$ cat config.mk
export PLATFORM = sky130hd
export DESIGN_NAME = blit_hostport
export DESIGN_NICKNAME = d
export VERILOG_FILES = /design/src/rtl/blit_hport_pkg.sv /design/src/rtl/blit_rst_sync.sv /design/src/rtl/blit_byte_splitter.sv /design/src/rtl/blit_pixel_packer.sv /design/src/rtl/blit_rect_walker.sv /design/src/rtl/blit_hostport.sv
export SDC_FILE = /design/constraint.sdc
export NUM_CORES = 1
export LEC_CHECK = 0
export ABC_AREA = 1
export BUFFER_PORTS_ARGS = -buffer_cell sky130_fd_sc_hd__buf_4
export CAP_MARGIN = 20
export CORE_ASPECT_RATIO = 2
export CORE_UTILIZATION = 59
export CTS_CLUSTER_DIAMETER = 30
export DETAILED_ROUTE_END_ITERATION = 10
export GPL_ROUTABILITY_DRIVEN = 0
export PLACE_DENSITY = 0.81
export SLEW_MARGIN = 30
export SYNTH_ARGS = -nofsm -noshare
export SYNTH_HDL_FRONTEND = slang
export SYNTH_HIERARCHICAL = 1
export SYNTH_SLANG_ARGS = --single-unit
export TNS_END_PERCENT = 100
$ cat constraint.sdc
create_clock -name clk -period 7.3 [get_ports clk]
set_input_delay 0.73 -clock clk [delete_from_list [all_inputs] [get_ports clk]]
set_output_delay 0.73 -clock clk [all_outputs]
set_load 0.02 [all_outputs]
$ cat src/rtl/blit_hport_pkg.sv
package blit_hport_pkg;

  localparam int unsigned LANE_W   = 8;
  localparam int unsigned BUS_W    = 32;
  localparam int unsigned LANES    = BUS_W / LANE_W;
  localparam int unsigned LEFT_W   = $clog2(LANES + 1);

  typedef enum logic [1:0] {
    WSZ_BYTE = 2'd0,
    WSZ_HALF = 2'd1,
    WSZ_WORD = 2'd2,
    WSZ_WALT = 2'd3
  } wsize_e;

  function automatic logic [LEFT_W-1:0] wsize_lanes(input logic [1:0] sz);
    case (wsize_e'(sz))
      WSZ_BYTE: return LEFT_W'(1);
      WSZ_HALF: return LEFT_W'(2);
      default:  return LEFT_W'(LANES);
    endcase
  endfunction

endpackage

$ cat src/rtl/blit_rst_sync.sv
module blit_rst_sync (
  input  logic clk,
  input  logic rst_n,
  output logic srst_n
);
  logic [1:0] sync_q;

  always_ff @(posedge clk or negedge rst_n) begin
    if (!rst_n) sync_q <= 2'b00;
    else        sync_q <= {sync_q[0], 1'b1};
  end

  assign srst_n = sync_q[1];
endmodule

$ cat src/rtl/blit_byte_splitter.sv
module blit_byte_splitter
  import blit_hport_pkg::*;
(
  input  logic              clk,
  input  logic              rst_n,
  input  logic              push,
  input  logic [BUS_W-1:0]  data,
  input  logic [1:0]        wsize,
  output logic              ready,
  output logic              byte_vld,
  output logic [LANE_W-1:0] byte_val
);
  logic [BUS_W-1:0]  sh_q, sh_d;
  logic [LEFT_W-1:0] left_q, left_d;
  logic              load;

  assign ready    = (left_q <= LEFT_W'(1));
  assign load     = push && ready;
  assign byte_vld = (left_q != '0);
  assign byte_val = sh_q[LANE_W-1:0];

  always_comb begin
    sh_d   = sh_q;
    left_d = left_q;
    if (load) begin
      sh_d   = data;
      left_d = wsize_lanes(wsize);
    end else if (byte_vld) begin
      sh_d   = {{LANE_W{1'b0}}, sh_q[BUS_W-1:LANE_W]};
      left_d = left_q - LEFT_W'(1);
    end
  end

  always_ff @(posedge clk or negedge rst_n) begin
    if (!rst_n) begin
      sh_q   <= '0;
      left_q <= '0;
    end else begin
      sh_q   <= sh_d;
      left_q <= left_d;
    end
  end

  AST_SPLIT_STEP: assert property (@(posedge clk) disable iff (!rst_n)
    (byte_vld && !load) |=> (left_q == $past(left_q) - LEFT_W'(1)));
  AST_LSB_FIRST: assert property (@(posedge clk) disable iff (!rst_n)
    (left_q > LEFT_W'(1)) |=> (byte_val == $past(sh_q[2*LANE_W-1:LANE_W])));
endmodule

$ cat src/rtl/blit_pixel_packer.sv
module blit_pixel_packer
  import blit_hport_pkg::*;
(
  input  logic              clk,
  input  logic              rst_n,
  input  logic              clear,
  input  logic              take_en,
  input  logic              byte_vld,
  input  logic [LANE_W-1:0] byte_val,
  input  logic [1:0]        size_m1,
  output logic              pix_strobe,
  output logic [BUS_W-1:0]  pix_word
);
  logic [1:0]       cnt_q, cnt_d;
  logic [BUS_W-1:0] acc_q, acc_d;
  logic             take;
  logic [BUS_W-1:0] lane_word;

  assign take       = byte_vld && take_en;
  assign lane_word  = {{(BUS_W-LANE_W){1'b0}}, byte_val} << (LANE_W * cnt_q);
  assign pix_word   = acc_q | lane_word;
  assign pix_strobe = take && (cnt_q == size_m1);

  always_comb begin
    cnt_d = cnt_q;
    acc_d = acc_q;
    if (clear) begin
      cnt_d = '0;
      acc_d = '0;
    end else if (pix_strobe) begin
      cnt_d = '0;
      acc_d = '0;
    end else if (take) begin
      cnt_d = cnt_q + 2'd1;
      acc_d = pix_word;
    end
  end

  always_ff @(posedge clk or negedge rst_n) begin
    if (!rst_n) begin
      cnt_q <= '0;
      acc_q <= '0;
    end else begin
      cnt_q <= cnt_d;
      acc_q <= acc_d;
    end
  end

  AST_CNT_BOUND: assert property (@(posedge clk) disable iff (!rst_n)
    !clear |-> (cnt_q <= size_m1));
  AST_CLEAR_EMPTY: assert property (@(posedge clk) disable iff (!rst_n)
    clear |=> (cnt_q == 2'd0));
endmodule

$ cat src/rtl/blit_rect_walker.sv
module blit_rect_walker #(
  parameter int unsigned XW = 12,
  parameter int unsigned YW = 12
) (
  input  logic          clk,
  input  logic          rst_n,
  input  logic          start,
  input  logic [XW-1:0] width,
  input  logic [YW-1:0] height,
  input  logic          xrev,
  input  logic          step,
  input  logic          irq_ack,
  output logic          busy,
  output logic [XW-1:0] x,
  output logic [YW-1:0] y,
  output logic          irq
);
  logic [XW-1:0] w_q, w_d;
  logic [YW-1:0] h_q, h_d;
  logic          rev_q, rev_d;
  logic [XW-1:0] x_q, x_d, cx_q, cx_d;
  logic [YW-1:0] y_q, y_d;
  logic [YW:0]   cy_q, cy_d;
  logic          busy_q, busy_d, irq_q, irq_d, irq_set;
  logic [XW:0]   cx_inc;
  logic [YW:0]   cy_inc;
  logic [XW-1:0] row_x;

  assign cx_inc = {1'b0, cx_q} + (XW+1)'(1);
  assign cy_inc = cy_q + (YW+1)'(1);
  assign row_x  = rev_q ? (w_q - XW'(1)) : '0;

  always_comb begin
    w_d = w_q; h_d = h_q; rev_d = rev_q;
    x_d = x_q; y_d = y_q; cx_d = cx_q; cy_d = cy_q;
    busy_d = busy_q; irq_set = 1'b0;
    if (start) begin
      w_d = width; h_d = height; rev_d = xrev;
      x_d = xrev ? (width - XW'(1)) : '0;
      y_d = '0; cx_d = '0; cy_d = '0;
      busy_d = 1'b1;
    end else if (step && busy_q) begin
      if (cx_inc >= {1'b0, w_q}) begin
        cx_d = '0;
        cy_d = cy_inc;
        y_d  = y_q + YW'(1);
        x_d  = row_x;
        if (cy_inc > {1'b0, h_q}) begin
          busy_d  = 1'b0;
          irq_set = 1'b1;
        end
      end else begin
        cx_d = cx_inc[XW-1:0];
        x_d  = rev_q ? (x_q - XW'(1)) : (x_q + XW'(1));
      end
    end
    irq_d = irq_set ? 1'b1 : (irq_ack ? 1'b0 : irq_q);
  end

  always_ff @(posedge clk or negedge rst_n) begin
    if (!rst_n) begin
      w_q <= '0; h_q <= '0; rev_q <= 1'b0;
      x_q <= '0; y_q <= '0; cx_q <= '0; cy_q <= '0;
      busy_q <= 1'b0; irq_q <= 1'b0;
    end else begin
      w_q <= w_d; h_q <= h_d; rev_q <= rev_d;
      x_q <= x_d; y_q <= y_d; cx_q <= cx_d; cy_q <= cy_d;
      busy_q <= busy_d; irq_q <= irq_d;
    end
  end

  assign busy = busy_q;
  assign x    = x_q;
  assign y    = y_q;
  assign irq  = irq_q;

  AST_X_IN_ROW: assert property (@(posedge clk) disable iff (!rst_n)
    (busy_q && w_q != '0) |-> (x_q < w_q));
  AST_ROW_WRAP: assert property (@(posedge clk) disable iff (!rst_n)
    (busy_q && step && !start && cx_inc >= {1'b0, w_q}) |=> (cx_q == '0));
  AST_IRQ_HOLD: assert property (@(posedge clk) disable iff (!rst_n)
    (irq_q && !irq_ack) |=> irq_q);
  AST_DONE_RAISES: assert property (@(posedge clk) disable iff (!rst_n)
    $fell(busy_q) |-> irq_q);
endmodule

$ cat src/rtl/blit_hostport.sv
module blit_hostport
  import blit_hport_pkg::*;
#(
  parameter int unsigned AW         = 17,
  parameter int unsigned PORT_BIT   = 16,
  parameter int unsigned XW         = 12,
  parameter int unsigned YW         = 12,
  parameter int unsigned DFLT_BYTES = 1
) (
  input  logic          clk,
  input  logic          rst_n,
  input  logic          host_wr,
  input  logic [AW-1:0] host_addr,
  input  logic [31:0]   host_wdata,
  input  logic [1:0]    host_wsize,
  output logic          host_ready,
  input  logic          cfg_start,
  input  logic [XW-1:0] cfg_width,
  input  logic [YW-1:0] cfg_height,
  input  logic          cfg_size_ovr,
  input  logic [1:0]    cfg_size_code,
  input  logic          cfg_xrev,
  input  logic          irq_ack,
  output logic          pix_valid,
  output logic [31:0]   pix_data,
  output logic [XW-1:0] pix_x,
  output logic [YW-1:0] pix_y,
  output logic          busy,
  output logic          irq_done
);
  localparam logic [1:0] DFLT_M1 = 2'(DFLT_BYTES - 1);

  logic              srst_n;
  logic              port_wr;
  logic              byte_vld, pix_strobe;
  logic [LANE_W-1:0] byte_val;
  logic [BUS_W-1:0]  pix_word;
  logic [1:0]        size_q, size_d;
  logic [XW-1:0]     cur_x;
  logic [YW-1:0]     cur_y;
  logic              pv_q, pv_d;
  logic [31:0]       pd_q, pd_d;
  logic [XW-1:0]     px_q, px_d;
  logic [YW-1:0]     py_q, py_d;

  assign port_wr = host_wr && host_addr[PORT_BIT];

  blit_rst_sync u_rst (
    .clk    (clk),
    .rst_n  (rst_n),
    .srst_n (srst_n)
  );

  blit_byte_splitter u_split (
    .clk      (clk),
    .rst_n    (srst_n),
    .push     (port_wr),
    .data     (host_wdata),
    .wsize    (host_wsize),
    .ready    (host_ready),
    .byte_vld (byte_vld),
    .byte_val (byte_val)
  );

  blit_pixel_packer u_pack (
    .clk        (clk),
    .rst_n      (srst_n),
    .clear      (cfg_start),
    .take_en    (busy),
    .byte_vld   (byte_vld),
    .byte_val   (byte_val),
    .size_m1    (size_q),
    .pix_strobe (pix_strobe),
    .pix_word   (pix_word)
  );

  blit_rect_walker #(.XW(XW), .YW(YW)) u_walk (
    .clk     (clk),
    .rst_n   (srst_n),
    .start   (cfg_start),
    .width   (cfg_width),
    .height  (cfg_height),
    .xrev    (cfg_xrev),
    .step    (pix_strobe),
    .irq_ack (irq_ack),
    .busy    (busy),
    .x       (cur_x),
    .y       (cur_y),
    .irq     (irq_done)
  );

  always_comb begin
    size_d = size_q;
    if (cfg_start) size_d = cfg_size_ovr ? cfg_size_code : DFLT_M1;
    pv_d = pix_strobe;
    pd_d = pd_q; px_d = px_q; py_d = py_q;
    if (pix_strobe) begin
      pd_d = pix_word;
      px_d = cur_x;
      py_d = cur_y;
    end
  end

  always_ff @(posedge clk or negedge srst_n) begin
    if (!srst_n) begin
      size_q <= DFLT_M1;
      pv_q   <= 1'b0;
      pd_q   <= '0;
      px_q   <= '0;
      py_q   <= '0;
    end else begin
      size_q <= size_d;
      pv_q   <= pv_d;
      pd_q   <= pd_d;
      px_q   <= px_d;
      py_q   <= py_d;
    end
  end

  assign pix_valid = pv_q;
  assign pix_data  = pd_q;
  assign pix_x     = px_q;
  assign pix_y     = py_q;

  AST_UPPER_ZERO: assert property (@(posedge clk) disable iff (!srst_n)
    (pix_valid && size_q == 2'd0 && !$past(cfg_start)) |-> (pix_data[31:8] == 24'd0));
  AST_IDLE_NO_PIX: assert property (@(posedge clk) disable iff (!srst_n)
    (!busy && !cfg_start) |=> !pix_valid);
endmodule

Yosys cells after proc, flatten, opt, wreduce, memory -nomap -nowiden
Index checks and enable logic that the tools add are counted.
{"block": "op_classes", "addsub": 9, "order_cmp": 3, "eq_ne": 2, "shift": 1, "mux": 37, "n_bitwise": 1, "reduce_logical": 15}
{"operator": "32-bit 2-to-1 mux", "count": 5}
{"operator": "12-bit 2-to-1 mux", "count": 12}
{"operator": "13-bit 2-to-1 mux", "count": 3}
{"operator": "12-bit by 1-bit subtractor with 12-bit output, second input constant", "count": 3}
{"operator": "32-bit bitwise OR", "count": 1}
{"operator": "8-bit by 5-bit left shift with 32-bit output", "count": 1}
{"operator": "12-bit by 1-bit adder with 12-bit output, second input constant", "count": 2}
{"operator": "12-bit by 1-bit adder with 13-bit output, second input constant", "count": 1}
{"operator": "13-bit by 1-bit adder with 13-bit output, second input constant", "count": 1}
{"operator": "13-bit by 12-bit >= comparator with 1-bit output", "count": 1}
{"operator": "13-bit by 12-bit greater-than comparator with 1-bit output", "count": 1}
{"operator": "1-bit 2-to-1 mux", "count": 10}
{"operator": "2-bit nonzero test", "count": 5}
{"operator": "2-bit 2-to-1 mux", "count": 4}
{"operator": "3-bit 2-to-1 mux", "count": 2}
{"operator": "3-bit one-hot mux with 2 select lines", "count": 1}
{"operator": "3-bit nonzero test", "count": 2}
{"operator": "1-bit logical AND", "count": 5}
{"operator": "3-bit by 1-bit less-or-equal comparator with 1-bit output, second input constant", "count": 1}
{"operator": "3-bit AND reduction", "count": 1}
{"operator": "3-bit by 1-bit subtractor with 3-bit output, second input constant", "count": 1}
{"operator": "2-bit by 1-bit adder with 2-bit output, second input constant", "count": 1}
{"operator": "2-bit by 1-bit == test with 1-bit output, second input constant", "count": 1}
{"operator": "2-bit == test", "count": 1}
{"operator": "other kinds (2)", "count": 2}
{"block": "word_totals", "regBits": 206, "output_inout_bits": 60, "wordCells": 87}

Longest topological paths before layout
Gate-level depths: netlist of run 1.
{"block": "depth", "depth_word": 7, "ltp_mapped": 23}

Cells and area by module
Netlist of run 1, hierarchy kept.
{"module": "blit_rect_walker", "n_inst": 1, "cells_per_inst": 767, "area_each_um2": 5536.6, "seq_area_each_um2": 1901.8}
{"module": "blit_hostport", "n_inst": 1, "cells_per_inst": 249, "area_each_um2": 2262.2, "seq_area_each_um2": 1476.4}
{"module": "blit_byte_splitter", "n_inst": 1, "cells_per_inst": 260, "area_each_um2": 2094.5, "seq_area_each_um2": 875.8}
{"module": "blit_pixel_packer", "n_inst": 1, "cells_per_inst": 228, "area_each_um2": 1821.7, "seq_area_each_um2": 850.8}
{"module": "blit_rst_sync", "n_inst": 1, "cells_per_inst": 3, "area_each_um2": 53.8, "seq_area_each_um2": 50.0}

Least setup slack after synthesis of run 1
OpenSTA, ideal clock, no wires.
{"block": "synth_timing", "path_type": "reg-to-reg", "from": "reg u_split.left_q[0]", "to": "reg u_walk.x_q[9] (netlist: u_walk/x[9])", "setup_time_ns": 0.120, "arrival_time_ns": 2.552, "required_ns": 7.180, "path_slack_ns": 4.627, "path_stages_with_launch": 18, "path_buffers": 3, "path_cell_list": "dfrtp_1 > inv_2 > ha_1 > nand2_4 > buf_4 > nand2_1 > inv_2 > nand3_4 > buf_6 > inv_1 > nand2_1 > inv_1 > nor2_1 > inv_1 > clkbuf_1 > o21ai_0 > inv_1 > a21oi_1"}
{"block": "synth_between", "elab_chain_len": 5}
{"item": "start: declaration", "line": "blit_byte_splitter.sv:14", "source": "logic [LEFT_W-1:0] left_q, left_d;"}
{"item": "start signal: assignment", "line": "blit_byte_splitter.sv:40", "source": "left_q <= left_d;"}
{"item": "3-bit nonzero test", "line": "blit_byte_splitter.sv:19", "source": "assign byte_vld = (left_q != '0);"}
{"item": "net byte_vld", "line": "blit_hostport.sv:35", "source": "logic byte_vld, pix_strobe;"}
{"item": "1-bit logical AND", "line": "blit_pixel_packer.sv:19", "source": "assign take = byte_vld && take_en;"}
{"item": "1-bit logical AND", "line": "blit_pixel_packer.sv:22", "source": "assign pix_strobe = take && (cnt_q == size_m1);"}
{"item": "net pix_strobe", "line": "blit_hostport.sv:35"}
{"item": "1-bit logical AND", "line": "blit_rect_walker.sv:42", "source": "end else if (step && busy_q) begin"}
{"item": "2-bit nonzero test (no line)"}
{"item": "end signal: assignment", "line": "blit_rect_walker.sv:63", "source": "x_q <= '0; y_q <= '0; cx_q <= '0; cy_q <= '0;"}
{"item": "end signal: assignment", "line": "blit_rect_walker.sv:67", "source": "x_q <= x_d; y_q <= y_d; cx_q <= cx_d; cy_q <= cy_d;"}
{"item": "end: declaration", "line": "blit_rect_walker.sv:21", "source": "logic [XW-1:0] x_q, x_d, cx_q, cx_d;"}
The timed path passes the listed nets, and every way through them passes these cells.
A chain may end at the register's enable or synchronous reset.

Final worst setup path of run 1
{"block": "layout_timing", "from": "reg u_walk.cx_q[0]", "to": "reg u_walk.cy_q[11]"}
{"block": "layout_between", "elab_chain_len": 4}
{"item": "start: declaration", "line": "blit_rect_walker.sv:21"}
{"item": "start signal: assignment", "line": "blit_rect_walker.sv:63"}
{"item": "start signal: assignment", "line": "blit_rect_walker.sv:67"}
{"item": "12-bit by 1-bit adder with 13-bit output", "line": "blit_rect_walker.sv:29", "source": "assign cx_inc = {1'b0, cx_q} + (XW+1)'(1);"}
{"item": "13-bit by 12-bit >= comparator with 1-bit output", "line": "blit_rect_walker.sv:43", "source": "if (cx_inc >= {1'b0, w_q}) begin"}
{"item": "2-bit nonzero test (no line)"}
{"item": "2-bit AND reduction (no line)"}
{"item": "end signal: assignment", "line": "blit_rect_walker.sv:63"}
{"item": "end signal: assignment", "line": "blit_rect_walker.sv:67"}
{"item": "end: declaration", "line": "blit_rect_walker.sv:23", "source": "logic [YW:0] cy_q, cy_d;"}
Every way passes these cells.

==> results of run 1 <==
[sequential cells by signal, indices dropped and copies added, names as in the netlist]
name and count:
u_split/sh_q 32, u_walk/irq 1, u_walk/busy 1, u_walk/cy_q 13, u_pack/acc_q 32, u_walk/x 12, u_walk/w_q 12, u_walk/rev_q 1
pix_y 12, size_q 2, u_pack/cnt_q 2, u_walk/h_q 12, pix_x 12, u_split/left_q 3, pix_data 32, u_walk/cx_q 12
u_walk/y 12, pix_valid 1, u_rst/sync_q 2
[final timing paths]
path | from | end | slack, ns
worst max-delay path | u_walk/cx_q[0]$_DFFE_PN0P_ | u_walk/cy_q[11]$_DFFE_PN0P_ | 3.40
worst min-delay path | u_rst/sync_q[1]$_DFF_PN0_ | u_walk/h_q[9]$_DFFE_PN0P_ | 0.32
worst max register to register | u_walk/cx_q[0]$_DFFE_PN0P_ | u_walk/cy_q[11]$_DFFE_PN0P_ | 3.40
worst min register to register | u_rst/sync_q[1]$_DFF_PN0_ | u_walk/h_q[9]$_DFFE_PN0P_ | 0.32
max in group asynchronous | u_rst/sync_q[1]$_DFF_PN0_ | u_split/sh_q[2]$_DFFE_PN0P_ | 5.71
min in group clk | u_rst/sync_q[0]$_DFF_PN0_ | u_rst/sync_q[1]$_DFF_PN0_ | 0.35
[layout make-up]
| cell class | instances | area [sq um] | area share (%) |
|---|---|---|---|
| multi-input combinational | 1074 | 5460 | 40.0 |
| sequential | 206 | 5160 | 37.8 |
| timing repair buffer | 133 | 1010 | 7.43 |
| clock buffer | 39 | 866 | 6.34 |
| inverter | 159 | 609 | 4.46 |
| tap | 259 | 324 | 2.37 |
| clock inverter | 17 | 216 | 1.59 |
[cell families (layout without fill, tap and decap cells)]
group                      count (synthesis)  in the layout
and+or+nand+nor                          842            842
buffers and inverters                    227            348
DFF                                      206            206
AOI/OAI and AO/OA                        146            146
adders and majority gates                 44             44
xor gates and xnor gates                  41             41
other                                      1              1
[layer usage]
metal  GRT usage [%]  vias up
li1                -     4996
met1            32.0     4842
met2            55.8      362
met3            3.40      135
met4            19.2        0
met5               0        -
[power by group through the flow]
stage | logic, mW | clock network [mW] | registers [mW]
final | 1.71 | 1.52 | 1.59
after CTS | 1.70 | 1.54 | 1.59
after global placement | 1.64 | 0 | 1.59
after floorplan | 1.33 | 0 | 1.61
after global routing | 1.90 | 1.58 | 1.61
after detailed placement | 1.68 | 0 | 1.60
[layout by cell type (no fill, tap or decap), types with 33 or more instances in the layout]
cell type / count
buf_4: 131
nand3_1: 136
ha_1: 43
nand2_1: 529
xor2_1: 33
inv_1: 146
a21oi_1: 35
nor2_1: 91
dfrtp_1: 205
o21ai_0: 55
[worst reg2reg max path, cell delays in order, from the launching register on]
cell and delay, ns:
dfrtp_1 0.46, nand3_1 0.18, nor3_1 0.28, nand2_1 0.11, nor2_1 0.12, xor2_1 0.23, inv_1 0.11, ha_1 0.19
a21oi_1 0.13, nor2_1 0.06, nor3b_2 0.70, nand3_2 0.32, nand2_2 0.37, inv_2 0.27, nand3_1 0.14, o21ai_0 0.10
[cells in the mapped netlist, types with 4 or more instances]
master / number / area share (%)
buf_4: 14 / 0.89
nor3_1: 8 / 0.34
o21ai_2: 7 / 0.52
nand2_1: 529 / 17
o22ai_1: 4 / 0.21
nand3_1: 136 / 5.8
o21ai_0: 55 / 2.3
nand2_2: 8 / 0.43
buf_6: 23 / 2.2
buf_1: 4 / 0.13
inv_1: 148 / 4.7
inv_2: 7 / 0.22
clkbuf_1: 9 / 0.29
ha_1: 43 / 4.6
buf_2: 15 / 0.64
o21bai_1: 29 / 1.8
nand3b_1: 11 / 0.70
nand4_1: 28 / 1.5
nor2_1: 91 / 2.9
nand2_4: 4 / 0.38
xnor2_1: 7 / 0.52
o21ai_1: 7 / 0.30
nand3_2: 12 / 1.0
a21oi_1: 35 / 1.5
o22ai_2: 4 / 0.43
xor2_1: 33 / 2.5
dfrtp_1: 206 / 44
[metrics by stage]
stage / setup slack [ns] / cells / power [mW] / area [sq um]
final: 3.40 / 1887 / 4.82 / 13600
after global routing: 3.01 / 1887 / 5.09 / 13600
after CTS: 3.50 / 1887 / 4.82 / 13600
after detailed placement: 3.50 / 1830 / 3.28 / 12600
after global placement: 3.53 / 1830 / 3.23 / 12600
after floorplan: 1.13 / 1507 / 2.94 / 11800
==> flow_metrics.env, run 1 <==
export IMPL_status="completed"
export IMPL_io_pins=144
export IMPL_drive_above_1_share_pct=15.0
export IMPL_dr_first_iter_drc_count=685
export IMPL_grt_max_degree=165
export IMPL_via_count=10300
export IMPL_crit_path_end_kind="register"
export IMPL_antennaDiodeCount=0
export IMPL_synth_top_family_by_area="simple AND/OR/NAND/NOR gates"
export IMPL_ir_drop_uv=282
export IMPL_overflow=0
export IMPL_p_leak_nw=7.38
export IMPL_synthMuxAreaShare_pct=0
export IMPL_antenna_found_initial=0
export IMPL_numCtsBuffers=30
export IMPL_period_needed_ns=3.90
export IMPL_clockPowerShare_pct=31.6
export IMPL_path_cells="nand3_1 > nor3_1 > nand2_1 > nor2_1 > xor2_1 > inv_1 > ha_1 > a21oi_1 > nor2_1 > nor3b_2 > nand3_2 > nand2_2 > inv_2 > nand3_1 > o21ai_0"
export IMPL_yosys_area_share_xor_xnor_pct=3.12
export IMPL_fillers=1616
export IMPL_hold_path_class="reg2async"
export IMPL_switchingPower_mw=1.91
export IMPL_synthArstFlopShare_pct=100
export IMPL_dr_pass1_iters=7
export IMPL_ctsHtreeMaxLevel=1
export IMPL_grt_usage_pct=30.4
export IMPL_hold_viol_final=0
export IMPL_die_w_um=102
export IMPL_maxCapViolations=0
export IMPL_final_nets=1732
export IMPL_clock_sinks=206
export IMPL_yosysSeqAreaShare_pct=43.8
export IMPL_final_util_pct=70.1
export IMPL_drt_met1_wl_um=10500
export IMPL_power_density_nw_per_um2=353
export IMPL_setup_tns_ns=0
export IMPL_cp_arrival_ns=4.29
export IMPL_first_global_vias=10600
export IMPL_required_ns=7.69
export IMPL_dp_hpwl_um=20600
export IMPL_slew_violations=0
export IMPL_dr_wl_met2_um=15900
export IMPL_routed_wirelength_um=29900
export IMPL_hold_buffers=1
export IMPL_synth_compound_area_share_pct=7.42
export IMPL_routed_top_layer="met4"
export IMPL_relSlewSlack_pct=33.6
export IMPL_path_buf_inv=2
export IMPL_seq_power_share_pct=33.0
export IMPL_dr_wl_met3_um=1380
export IMPL_cts_repair_resized=0
export IMPL_dieHeight_um=202
export IMPL_ys_seq_elements=206
export IMPL_comb_power_share_pct=35.4
export IMPL_slowest_stage="nor3b_2"
export IMPL_cpPeakStageDelay_ns=0.70
export IMPL_max_freq_mhz=256
export IMPL_clk_latency_ns=0.54
export IMPL_start_util_pct=60.5
export IMPL_synth_edff_count=0
export IMPL_reg2reg_depth=15
export IMPL_p_int_mw=2.90
export IMPL_dominantRegCellSynth="dfrtp_1"
export IMPL_finalCritPeriodShare_pct=53.4
export IMPL_clk_pin_slew_ns=0.05
export IMPL_holdWs_ns=0.319
export IMPL_wl_per_cell_um=15.9
export IMPL_grt_pass1_wl_um=49300
export IMPL_die_area_sq_um=20500
export IMPL_syn_num_nets=1635
export IMPL_syn_avg_cell_area_sq_um=7.81
export IMPL_rows=72
export IMPL_yosysWarnings=6
export IMPL_cpLargestDelayFamily="simple AND/OR/NAND/NOR gates"
export IMPL_drc=0
export IMPL_syn2layout_area_growth_pct=16.0
export IMPL_cts_tree="done"
export IMPL_via_per_inst=5.48
export IMPL_synthAdderAreaFrac_pct=4.74
export IMPL_tightestPinTransition_ns=0.996
export IMPL_path_depth=15
export IMPL_syn_area_sq_um=11800
export IMPL_io_buffers=127
export IMPL_syn_inst=1507
export IMPL_cp_max_fo=24
export IMPL_cts_buffer_depth=3
export IMPL_start_kind="register"
export IMPL_yosys_area_share_simple_pct=31.1
export IMPL_ys_types=46
export IMPL_rsz0062_at_grt="false"
export IMPL_post_cts_buffers=0
export IMPL_path_class="reg2reg"
export IMPL_p_sw_share_pct=39.8
export IMPL_skew_ns=0.0114
export IMPL_setup_viol=0
export IMPL_core_area_sq_um=19500
export IMPL_route_antenna_remaining_nets=0
export IMPL_cts_root_buffer="clkbuf_16"
Note: power is estimated with default switching activity, not from simulation.
==> run 2, diff against run 1 <==
Clock period 7.3 ns to 4 ns, I/O delays scaled along.
==> flow_metrics.env, run 2 (synthesis gave the netlist of run 1 again) <==
export IMPL_status="completed"
export IMPL_max_freq_mhz=307
export IMPL_antenna_found_initial=0
export IMPL_die_area_sq_um=20500
export IMPL_via_count=10300
export IMPL_hold_viol_final=0
export IMPL_rsz0062_at_grt="false"
export IMPL_clk_latency_ns=0.54
export IMPL_path_cells="inv_2 > ha_1 > nand2_4 > nand2_1 > inv_2 > nand3_4 > clkinv_1 > nand2_1 > inv_1 > nor2_1 > buf_4 > inv_1 > nand2_2 > inv_2 > nand3_1 > o21ai_0"
export IMPL_cts_tree="done"
export IMPL_io_pins=144
export IMPL_skew_ns=0.0138
export IMPL_ir_drop_uv=390
export IMPL_p_leak_nw=7.35
export IMPL_placed_area_sq_um=12600
export IMPL_cts_buffer_depth=3
export IMPL_rows=72
export IMPL_first_global_vias=10400
export IMPL_grt_pass1_wl_um=48800
export IMPL_cpPeakStageDelay_ns=0.43
export IMPL_r2r_start="u_split/left_q[0]$_DFFE_PN0P_"
export IMPL_cp_max_fo=24
export IMPL_finalInstanceArea_sq_um=13600
export IMPL_antennaDiodeCount=0
export IMPL_grt_max_degree=68
export IMPL_hold_path_class="in2reg"
export IMPL_setup_viol=0
export IMPL_holdWs_ns=0.0616
export IMPL_dp_hpwl_um=21100
export IMPL_worstHoldStart="cfg_height[0]"
export IMPL_route_antenna_remaining_nets=0
export IMPL_die_w_um=102
export IMPL_routed_wirelength_um=29800
export IMPL_finalCritPeriodShare_pct=81.4
export IMPL_core_area_sq_um=19500
export IMPL_cpMostUsedCell="inv_2"
export IMPL_io_buffers=127
export IMPL_required_ns=4.46
export IMPL_grt_usage_pct=30.4
export IMPL_relSlewSlack_pct=34.9
export IMPL_cp_arrival_ns=3.71
export IMPL_power_density_nw_per_um2=628
export IMPL_period_needed_ns=3.26
export IMPL_ctsHtreeMaxLevel=1
export IMPL_setup_tns_ns=0
export IMPL_critPathLaunch="u_split/left_q[0]$_DFFE_PN0P_"
export IMPL_overflow=0
export IMPL_layout_common_cells="nand2_1 (529), dfrtp_1 (205), inv_1 (146), nand3_1 (136), buf_4 (136)"
export IMPL_start_kind="register"
export IMPL_tightestPinTransition_ns=0.976
export IMPL_via_per_inst=5.48
export IMPL_clk_pin_slew_ns=0.06
export IMPL_crit_path_end_kind="register"
export IMPL_wl_per_cell_um=15.8
export IMPL_start_util_pct=60.5
export IMPL_numCtsBuffers=28
export IMPL_cts_root_buffer="clkbuf_16"
export IMPL_path_class="reg2reg"
export IMPL_dr_pass1_iters=6
export IMPL_maxCapViolations=0
export IMPL_final_nets=1737
export IMPL_final_common_cell="nand2_1"
export IMPL_dr_first_iter_drc_count=605
export IMPL_drc=0
export IMPL_slowest_stage="dfrtp_1"
export IMPL_slew_violations=0
export IMPL_cts_repair_resized=0
export IMPL_dieHeight_um=202
export IMPL_drive_above_1_share_pct=14.9
export IMPL_syn2layout_area_growth_pct=15.5
export IMPL_clock_sinks=206
## run 2: final timing paths
kind | slack, ns | cells past startpoint | end
hold / removal | 0.06 | 3 | u_walk/h_q[0]$_DFFE_PN0P_
hold reg to reg | 0.36 | 0 | u_walk/h_q[9]$_DFFE_PN0P_
max in group asynchronous | 2.77 | 1 | pix_x[1]$_DFFE_PN0P_
min in group asynchronous | 0.19 | 2 | u_rst/sync_q[1]$_DFF_PN0_
setup / recovery | 0.74 | 16 | u_walk/y[6]$_DFFE_PN0P_
setup reg to reg | 0.74 | 16 | u_walk/y[6]$_DFFE_PN0P_
## run 2: report_power, final
group	internal [mW]	switching [mW]	total (mW)
sequential	2.50	0.404	2.90
clock	1.57	0.932	2.50
combinational	1.02	2.12	3.14
## run 2: metrics by stage
step | util, % | power (mW) | instances | setup WS (ns)
global placement | 64.8 | 5.92 | 1836 | 0.877
global route | 69.8 | 9.03 | 1885 | 0.467
finish | 69.8 | 8.54 | 1885 | 0.745
floorplan | - | 5.36 | 1507 | 0.608
detailed placement | 64.9 | 6.01 | 1837 | 0.848
CTS | 69.8 | 8.54 | 1885 | 0.799
## run 2: what timing repair did
| item | in CTS | in global routing |
|---|---|---|
| endpoints found under the hold margin | 2 | 0 |
| hold buffers | 1 | 0 |
| buffers inserted | 0 | 0 |
## run 2: final cells by class
cell class	instances	area, sq um
clock inverter	13	171
sequential	206	5160
tap	259	324
multi-input combinational	1074	5460
fill	1597	5870
clock buffer	34	774
timing repair buffer	140	1090
inverter	159	609
## run 2: worst max-delay path, delay by kind of cell, from the launching register on
| family | cells | cell delay [ns] |
|---|---|---|
| buffers and inverters | 7 | 1.58 |
| and+or+nand+nor | 7 | 0.81 |
| DFF | 1 | 0.43 |
| adders and majority gates | 1 | 0.23 |
| AOI/OAI and AO/OA | 1 | 0.10 |
## run 2: layer usage
metal | vias up | global-route usage, % | wire (um)
met2 | 358 | 55.1 | 15900
met4 | 0 | 21.0 | 2150
li1 | 4986 | - | -
met3 | 122 | 3.16 | 1230
met1 | 4862 | 32.0 | 10500
met5 | - | 0 | 0
==> run 3, diff against run 2 <==
Clock period 4 ns to 3.1 ns, I/O delays scaled along.
==> flow_metrics.env, run 3 (synthesis gave the netlist of run 1 again) <==
export IMPL_dp_hpwl_um=21400
export IMPL_numCtsBuffers=28
export IMPL_cts_root_buffer="clkbuf_16"
export IMPL_clock_sinks=206
export IMPL_grt_max_degree=59
export IMPL_cts_tree="done"
export IMPL_rows=72
export IMPL_ir_drop_uv=515
export IMPL_p_total_mw=11.1
export IMPL_max_freq_mhz=346
export IMPL_final_nets=1759
export IMPL_cp_max_fo=9
export IMPL_path_class="reg2reg"
export IMPL_drive_above_1_share_pct=15.5
export IMPL_die_area_sq_um=20500
export IMPL_grt_pass1_wl_um=50500
export IMPL_skew_ns=0.0106
export IMPL_finalInstanceArea_sq_um=13900
export IMPL_finalCritPeriodShare_pct=93.3
export IMPL_hold_end="u_split/sh_q[25]$_DFFE_PN0P_"
export IMPL_tightestPinTransition_ns=0.794
export IMPL_first_global_vias=10600
export IMPL_reg2reg_depth=16
export IMPL_antenna_found_initial=0
export IMPL_overflow=0
export IMPL_drc=0
export IMPL_ctsHtreeMaxLevel=1
export IMPL_clk_latency_ns=0.53
export IMPL_final_util_pct=71.2
export IMPL_holdWs_ns=0.0147
export IMPL_start_kind="register"
export IMPL_crit_path_end_kind="register"
export IMPL_core_area_sq_um=19500
export IMPL_hold_viol_final=0
export IMPL_route_antenna_remaining_nets=0
export IMPL_fillers=1562
export IMPL_io_buffers=127
export IMPL_maxCapViolations=0
export IMPL_rsz0062_at_grt="false"
export IMPL_p_leak_nw=7.46
export IMPL_r2r_slack_ns=0.21
export IMPL_final_common_cell="nand2_1"
export IMPL_slew_violations=0
export IMPL_syn2layout_area_growth_pct=17.7
export IMPL_io_pins=144
export IMPL_worstHoldStart="host_wdata[25]"
export IMPL_routed_wirelength_um=30800
export IMPL_wl_per_cell_um=16.1
export IMPL_relSlewSlack_pct=47.1
export IMPL_cts_buffer_depth=3
export IMPL_antennaDiodeCount=0
export IMPL_pre_cts_ws_ns=-0.0189
export IMPL_r2r_end="u_walk/x[6]$_DFFE_PN0P_"
export IMPL_power_density_nw_per_um2=804
export IMPL_dr_pass1_iters=6
export IMPL_required_ns=3.52
export IMPL_via_per_inst=5.53
export IMPL_dr_first_iter_drc_count=580
export IMPL_dieHeight_um=202
export IMPL_die_w_um=102
export IMPL_min_path_cells=3
export IMPL_status="completed"
export IMPL_placed_area_sq_um=12700
export IMPL_period_needed_ns=2.89
export IMPL_hold_path_class="in2reg"
export IMPL_setup_viol=0
export IMPL_clk_pin_slew_ns=0.06
export IMPL_regArea_sq_um=5160
export IMPL_start_util_pct=60.5
export IMPL_multi_input_area_sq_um=5500
export IMPL_grt_usage_pct=31.2
export IMPL_layout_common_cells="nand2_1 (529), dfrtp_1 (204), inv_1 (146), buf_4 (142), nand3_1 (136)"
export IMPL_finalWorstSetupSlack_ns=0.208
export IMPL_r2r_start="u_walk/cx_q[0]$_DFFE_PN0P_"
export IMPL_cp_arrival_ns=3.31
export IMPL_via_count=10600
[run 3: cell count changes in the layout (fill, tap and decap cells not counted), sizes merged]
cell / change
clkinv: +1
clkinvlp: -1
bufinv: -1
inv: +6
buf: +6
clkbuf: -3
dlygate4sd3: +16
[run 3: per-layer routing]
metal | wire (um) | track usage (%) | vias to the layer above | share of wire (%)
met5 | 0 | 0 | - | 0
met2 | 16200 | 56.2 | 411 | 53
met1 | 10600 | 32.5 | 4953 | 35
li1 | - | - | 5053 | -
met4 | 2460 | 22.0 | 0 | 8.0
met3 | 1480 | 3.92 | 135 | 4.8
[run 3: power breakdown]
group | internal [mW] | switching (mW) | total (mW)
sequential | 3.22 | 0.510 | 3.73
combinational | 1.37 | 2.77 | 4.14
clock | 1.95 | 1.31 | 3.26
total | 6.54 | 4.59 | 11.1
[run 3: final cells by class]
cell class	count	share of cell area, %
repair buffers	162	9.36
multi-input cells	1074	39.7
flip-flops and latches	206	37.2
clock buffers	31	5.36
clock inverters	18	1.57
well taps	259	2.34
inverters	159	4.45
[run 3: worst max-delay path, stage by stage, from the launching register on]
cell	delay, ns
dfrtp_2	0.41
ha_1	0.21
nand2_2	0.09
nor2_2	0.15
nand3_1	0.11
xor2_1	0.27
inv_1	0.08
ha_1	0.29
a21oi_1	0.14
nor2_1	0.08
nor3b_4	0.33
buf_4	0.24
nand3_1	0.10
nand3_1	0.10
nand2_1	0.08
nand2_1	0.08
nand2_1	0.04
[run 3: how the worst max path moves through the flow]
stage / startpoint / end / cells after the start
2_1_floorplan: u_split/left_q[0]$_DFFE_PN0P_ / u_walk/x[9]$_DFFE_PN0P_ / 17
3_3_place_gp: u_walk/cx_q[0]$_DFFE_PN0P_ / u_walk/busy$_DFFE_PN0P_ / 17
3_5_place_dp: u_walk/cx_q[0]$_DFFE_PN0P_ / u_walk/busy$_DFFE_PN0P_ / 17
4_1_cts: u_walk/cx_q[0]$_DFFE_PN0P_ / u_walk/busy$_DFFE_PN0P_ / 17
5_1_grt: u_walk/cx_q[0]$_DFFE_PN0P_ / u_walk/x[8]$_DFFE_PN0P_ / 15
6_report: u_walk/cx_q[0]$_DFFE_PN0P_ / u_walk/x[6]$_DFFE_PN0P_ / 16
[run 3: stage by stage]
step,setup TNS [ns],std cells
2_1_floorplan,0,1507
3_3_place_gp,0,1843
3_5_place_dp,-0.0189,1843
4_1_cts,0,1909
5_1_grt,0,1909
6_report,0,1909
[run 3: repair_timing]
action                                  in CTS  in global routing
endpoints found under the setup margin       2                 45
gates resized for setup                      1                 13
hold buffers                                17                  0
setup buffers                                0                  0
hold endpoints to repair                    17                  0
